## config.mk

```make
export PLATFORM = sky130hd
export DESIGN_NAME = cs_arith_unit
export DESIGN_NICKNAME = d
export VERILOG_FILES = /design/src/rtl/cs_arith_pkg.sv /design/src/rtl/cs_op_decode.sv /design/src/rtl/cs_addsub_core.sv /design/src/rtl/cs_flag_gen.sv /design/src/rtl/cs_arith_unit.sv
export SDC_FILE = /design/constraint.sdc
export NUM_CORES = 1
export LEC_CHECK = 0
export BUFFER_PORTS_ARGS = -buffer_cell sky130_fd_sc_hd__buf_2
export CAP_MARGIN = 15
export CORE_AREA = 5 5 76 78
export DETAILED_ROUTE_END_ITERATION = 8
export DIE_AREA = 0 0 81 83
export PLACE_DENSITY = 0.86
export SKIP_LAST_GASP = 1
export SLEW_MARGIN = 25
export SYNTH_ARGS = -nofsm -noshare
export SYNTH_HDL_FRONTEND = slang
export SYNTH_HIERARCHICAL = 1
export SYNTH_SLANG_ARGS = --single-unit
```

## constraint.sdc

```tcl
create_clock -name vclk -period 5.1
set_clock_uncertainty 0.1 [all_clocks]
set_input_delay 0.51 -clock vclk [all_inputs]
set_output_delay 0.51 -clock vclk [all_outputs]
set_load 0.01 [all_outputs]
```

## src/rtl/cs_arith_pkg.sv

```systemverilog
// Shared types for the add/subtract/compare unit: operation codes and
// the decoded control bundle. Assumes a 3-bit operation field.
package cs_arith_pkg;

    localparam int OP_W = 3;

    typedef enum logic [OP_W-1:0] {
        OP_ADD  = 3'd0,
        OP_SUB  = 3'd1,
        OP_CMP  = 3'd2,
        OP_ADDS = 3'd3,
        OP_SUBS = 3'd4,
        OP_CMPS = 3'd5
    } op_code_e;

    typedef struct packed {
        logic valid;   // one of the six defined codes
        logic sub;     // subtract or compare
        logic sgn;     // signed flag semantics
        logic cmp;     // suppress result write
    } op_ctl_t;

endpackage

```

## src/rtl/cs_op_decode.sv

```systemverilog
// Decodes the operation code into control bits. Codes outside the
// defined set yield an all-zero control bundle (valid = 0).
module cs_op_decode
    import cs_arith_pkg::*;
(
    input  logic [OP_W-1:0] op_sel,
    output op_ctl_t         ctl
);

    // Map each operation code onto its control bits.
    always_comb begin
        ctl = '0;
        case (op_sel)
            OP_ADD:  ctl = '{valid: 1'b1, sub: 1'b0, sgn: 1'b0, cmp: 1'b0};
            OP_SUB:  ctl = '{valid: 1'b1, sub: 1'b1, sgn: 1'b0, cmp: 1'b0};
            OP_CMP:  ctl = '{valid: 1'b1, sub: 1'b1, sgn: 1'b0, cmp: 1'b1};
            OP_ADDS: ctl = '{valid: 1'b1, sub: 1'b0, sgn: 1'b1, cmp: 1'b0};
            OP_SUBS: ctl = '{valid: 1'b1, sub: 1'b1, sgn: 1'b1, cmp: 1'b0};
            OP_CMPS: ctl = '{valid: 1'b1, sub: 1'b1, sgn: 1'b1, cmp: 1'b1};
            default: ctl = '0;
        endcase
    end

endmodule

```

## src/rtl/cs_addsub_core.sv

```systemverilog
// One shared W+1-bit adder. A subtract is formed as D + ~S + 1, so
// bit W of raw_o is the carry out, which is 1 when there is no borrow.
// Assumes W >= 2.
module cs_addsub_core #(
    parameter int W = 32
) (
    input  logic [W-1:0] opd_d,
    input  logic [W-1:0] opd_s,
    input  logic         sub,
    output logic [W:0]   raw_o,
    output logic         s_msb_eff_o
);

    logic [W-1:0] s_eff;

    // Invert the source operand when subtracting.
    always_comb s_eff = opd_s ^ {W{sub}};

    // Carry-in supplies the +1 that completes the two's-complement negation.
    always_comb raw_o = {1'b0, opd_d} + {1'b0, s_eff} + {{W{1'b0}}, sub};

    // Report the top bit of the operand actually fed to the adder.
    always_comb s_msb_eff_o = s_eff[W-1];

endmodule

```

## src/rtl/cs_flag_gen.sv

```systemverilog
// Forms the gated result and the C, Z and overflow values from the raw
// adder output. Signed C is the sign the untruncated result really has.
// Overflow is defined only for signed operations.
module cs_flag_gen
    import cs_arith_pkg::*;
#(
    parameter int W = 32
) (
    input  logic [W:0]   raw,
    input  logic         d_msb,
    input  logic         s_msb_eff,
    input  op_ctl_t      ctl,
    output logic [W-1:0] result_o,
    output logic         c_o,
    output logic         z_o,
    output logic         ovf_o
);

    logic c_unsigned;
    logic c_signed;

    // Unsigned C: carry for an add, borrow (inverted carry) for a subtract.
    always_comb c_unsigned = raw[W] ^ ctl.sub;

    // Signed C: top bit of the sign-extended W+1-bit sum.
    always_comb c_signed = raw[W] ^ d_msb ^ s_msb_eff;

    // Gate the result and the flags by operation validity.
    always_comb begin
        result_o = ctl.valid ? raw[W-1:0] : '0;
        c_o      = ctl.valid & (ctl.sgn ? c_signed : c_unsigned);
        z_o      = ctl.valid & ~|raw[W-1:0];
        ovf_o    = ctl.valid & ctl.sgn & (raw[W-1] ^ c_signed);
    end

endmodule

```

## src/rtl/cs_arith_unit.sv

```systemverilog
// Top of the add/subtract/compare unit. Purely combinational: decode,
// one shared adder, flag generation, and the write-enable and strobe
// gating. Compare operations update the flags but never write the result.
module cs_arith_unit
    import cs_arith_pkg::*;
#(
    parameter int W = 32
) (
    input  logic [W-1:0]    opd_d,
    input  logic [W-1:0]    opd_s,
    input  logic [OP_W-1:0] op_sel,
    input  logic            c_wr_en_i,
    input  logic            z_wr_en_i,
    output logic [W-1:0]    result_o,
    output logic            res_we_o,
    output logic            c_flag_o,
    output logic            z_flag_o,
    output logic            ovf_o,
    output logic            c_upd_o,
    output logic            z_upd_o
);

    op_ctl_t    ctl;
    logic [W:0] raw;
    logic       s_msb_eff;

    cs_op_decode u_dec (
        .op_sel (op_sel),
        .ctl    (ctl)
    );

    cs_addsub_core #(.W(W)) u_core (
        .opd_d       (opd_d),
        .opd_s       (opd_s),
        .sub         (ctl.sub),
        .raw_o       (raw),
        .s_msb_eff_o (s_msb_eff)
    );

    cs_flag_gen #(.W(W)) u_flags (
        .raw       (raw),
        .d_msb     (opd_d[W-1]),
        .s_msb_eff (s_msb_eff),
        .ctl       (ctl),
        .result_o  (result_o),
        .c_o       (c_flag_o),
        .z_o       (z_flag_o),
        .ovf_o     (ovf_o)
    );

    // Write the result only for defined operations that are not compares.
    always_comb res_we_o = ctl.valid & ~ctl.cmp;

    // Raise each flag strobe only when it is enabled and the code is defined.
    always_comb begin
        c_upd_o = ctl.valid & c_wr_en_i;
        z_upd_o = ctl.valid & z_wr_en_i;
    end

endmodule

```

### Word-level counts from Yosys, hierarchy flattened

Cells that the tools add are included.
W data, S select, Z words.

| word-level totals | value |
|---|---|
| register bits | 0 |
| bits of input ports | 69 |
| output and inout bits | 38 |
| word-level logic and storage cells | 26 |

| operators by class | value |
|---|---|
| add/subtract/negate cells | 2 |
| equality and inequality tests | 5 |
| multiplexer cells | 3 |
| bitwise gates (word level) | 13 |
| reduce and logical (&&, ||, !) cells | 3 |

Operators by type and width:

| cell | number |
|---|---|
| $add A32 B32 Y33 | 1 |
| $add A33 B1 Y33 | 1 |
| $mux W32 | 1 |
| $reduce_or A32 Y1 | 1 |
| $xor A32 B32 Y32 | 1 |
| $pmux W4 S6 | 1 |
| $and A1 B1 Y1 | 7 |
| $eq A3 B2 Y1 const B | 2 |
| $eq A3 B3 Y1 const B | 2 |
| $xor A1 B1 Y1 | 4 |
| $eq A3 B1 Y1 const B | 1 |
| $logic_not A3 Y1 | 1 |
| $logic_not A1 Y1 | 1 |
| $mux W1 | 1 |
| $not A1 Y1 | 1 |

### Depth between registers and ports, before layout

| logic depth | value |
|---|---|
| depth after elaboration | 9 |
| depth in mapped cells | 18 |

### Hierarchy

Netlist, hierarchy kept.

Modules (own cells, without submodules):

| module | instances | cells an instance | area an instance (um2) |
|---|---|---|---|
| cs_addsub_core | 1 | 267 | 2049.5 |
| cs_flag_gen | 1 | 56 | 369.1 |
| cs_op_decode | 1 | 8 | 52.6 |
| cs_arith_unit | 1 | 3 | 26.3 |

### Worst setup path after synthesis

Ideal clock, no wire load.

| path | value |
|---|---|
| path type | input to output |
| start | in op_sel[2] |
| end | out z_flag_o |
| arrival | 4.024 ns |
| setup slack | 0.466 ns |
| cell stages on the path | 17 |
| path buffers | 2 |
| cells stage by stage | nor2_1 xnor2_1 buf_2 clkbuf_1 xor2_1 ha_1 nor2b_4 o31a_1 a221oi_2 o211ai_1 a21oi_1 o21ba_2 mux2i_1 o2111ai_1 nor4_1 nand4_1 nor3_2 |

RTL lines:

| what | RTL line | source |
|---|---|---|
| start, declared | cs_arith_unit.sv:11 | `input logic [OP_W-1:0] op_sel,` |
| end, declared | cs_arith_unit.sv:17 | `output logic z_flag_o,` |

==> impl_metrics.json <==
{
  "syn_to_final_growth_pct": 28.2,
  "switchingPower_uw": 477,
  "cap_violations": 0,
  "path_cells": "buf_2 > nor2_1 > xnor2_2 > buf_4 > xor2_1 > ha_1 > a211oi_1 > o21ai_1 > a221oi_2 > o21ai_2 > a31o_1 > a31o_4 > a31oi_4 > xnor2_1 > nor4_2 > buf_4 > nand4_1 > nor3_2 > buf_2",
  "crit_required_ns": 4.49,
  "die_w_um": 81,
  "core_area_sq_mm": 0.00501,
  "slowest_stage": "a221oi_2",
  "regArea_sq_um": 0,
  "final_cell_mix": "buf_2 (107), xor2_1 (46), and2_1 (34)",
  "vias_per_cell": 5.44,
  "fin_crit_sh": 0.960,
  "netSwitchingFraction": 0.551,
  "worstSetupPathType": "in2out",
  "netlist_instances": 334,
  "peakVddDrop_mv": 0.134,
  "cpPeakStageDelay_ns": 0.40,
  "status": "finished, final reports clean",
  "grt_setup_unrepaired": "yes",
  "first_iter_violations": 134,
  "diodes": 0,
  "wl_per_cell_um": 14.2,
  "syn_nets": 438,
  "io_buffer_count": 107,
  "drc_errors": 0,
  "start_util": 0.499,
  "powerDensity_mw_per_mm2": 270,
  "power_frac_comb": 1.000,
  "ctsHoldBuffers": 0,
  "finalWorstSetupSlack_ns": 0.204,
  "finalPower_uw": 865,
  "drive_gt1_frac": 0.327,
  "dieHeight_um": 83,
  "setup_viol": 0,
  "internal-power_uw": 388,
  "tightestPinTransition_ns": 0.537,
  "slew_viol_final": 0,
  "ys_types": 56,
  "fmax_ghz": 0.204,
  "hold_viol": 0,
  "pre_cts_slack_ns": 0.0310,
  "syn_area_sq_mm": 0.00250,
  "overflow": 0,
  "nClkBuffers": 0,
  "pwr-share-seq": 0,
  "track_usage": 0.200,
  "finish.net_count": 546,
  "ios": 107,
  "grt_max_degree": 40,
  "max-slew-margin-rel": 0.640,
  "setup_tns_ns": 0,
  "nFlopsAndLatches": 0,
  "synth.avg_cell_area_sq_um": 7.48,
  "clockPowerShare": 0,
  "hp-class": "in2out",
  "antenna_found_initial": 0,
  "p_leak_uw": 0.00163,
  "fin_area_sq_mm": 0.00320,
  "start_kind": "primary input",
  "grt_pass1_wl_um": 11700,
  "wl_um": 7220,
  "die_area_sq_mm": 0.00672,
  "final_common_cell": "buf_2",
  "gp_congestion": 0.938,
  "critPathCaptureType": "primary output",
  "grt_pass1_vias": 2744,
  "yosys_warnings": 6,
  "drtPass1Iterations": 4,
  "row_count": 26,
  "layout_min_cycle_time_ns": 4.90,
  "ant_nets": 0,
  "vias": 2776,
  "path_max_fanout": 6,
  "hpwl_um": 6210,
  "placed_area_sq_mm": 0.00312,
  "ys_seq_area_frac": 0,
  "arrival_ns": 4.29
}
-- power groups by stage --
stage / Sequential, uW / Clock, uW / Combinational, uW
finish: 0 / 0 / 865
global route: 0 / 0 / 946
CTS: 0 / 0 / 842
detailed placement: 0 / 0 / 836
global placement: 0 / 0 / 820
floorplan: 0 / 0 / 596
-- worst paths after layout --
| kind | depth (start not counted) | slack [ns] | end | start |
|---|---|---|---|---|
| max | 19 | 0.20 | z_flag_o | op_sel[2] |
| min | 3 | 1.21 | c_upd_o | c_wr_en_i |
-- area by class of cell --
| cell class | count | area (sq um) |
|---|---|---|
| multi-input cells | 313 | 2450 |
| repair buffers | 118 | 626 |
| fillers | 461 | 1810 |
| well taps | 70 | 87.6 |
| inverters | 9 | 33.8 |
-- per-layer routing --
metal,vias up,track usage,routed length [um]
met5,-,0,0
met3,12,0.0130,353
met4,0,0.0276,91
met2,93,0.381,3750
met1,1252,0.244,3020
li1,1419,-,-
-- stage by stage --
| step | util | hold WS, ns | cells |
|---|---|---|---|
| after global routing | 0.639 | 1.24 | 510 |
| after CTS | 0.622 | 1.21 | 504 |
| final | 0.639 | 1.21 | 510 |
| after global placement | 0.622 | 1.21 | 504 |
| after detailed placement | 0.622 | 1.21 | 504 |
| after floorplan | - | 1.07 | 334 |
-- repair_timing --
item | CTS | global route
hold endpoints to repair | 0 | 0
buffers inserted | 0 | 6
gates resized for setup | 0 | 10
setup endpoints to repair | 0 | 2
-- worst max-delay path, delay by kind of cell --
| kind | cells | cell delay, ns |
|---|---|---|
| buf+inv | 4 | 0.63 |
| compound gates | 7 | 1.63 |
| simple gates | 4 | 0.59 |
| fa+ha+maj | 1 | 0.32 |
| xor+xnor | 3 | 0.59 |
-- Yosys cell counts, types with 6 or more instances --
master,number,area (sq um)
ha_1,34,425
nand2_1,18,67.6
and2_1,34,213
nand2b_1,6,37.5
nor4_1,6,37.5
inv_1,9,33.8
xnor2_1,16,140
clkbuf_1,7,26.3
nor2_1,15,56.3
o21ai_0,13,65.1
a21o_1,20,150
xor2_1,47,412
a21oi_1,24,120
-- logic make-up (layout without fill, tap and decap cells) --
group	count (synthesis)	in the layout	synth area share
AOI/OAI and AO/OA	96	96	0.277
adders and majority gates	35	35	0.178
buffers and inverters	21	127	0.0336
muxes	4	4	0.0160
and+or+nand+nor	115	115	0.275
xor gates and xnor gates	63	63	0.221
No activity file was read; power rests on OpenSTA's default activity.
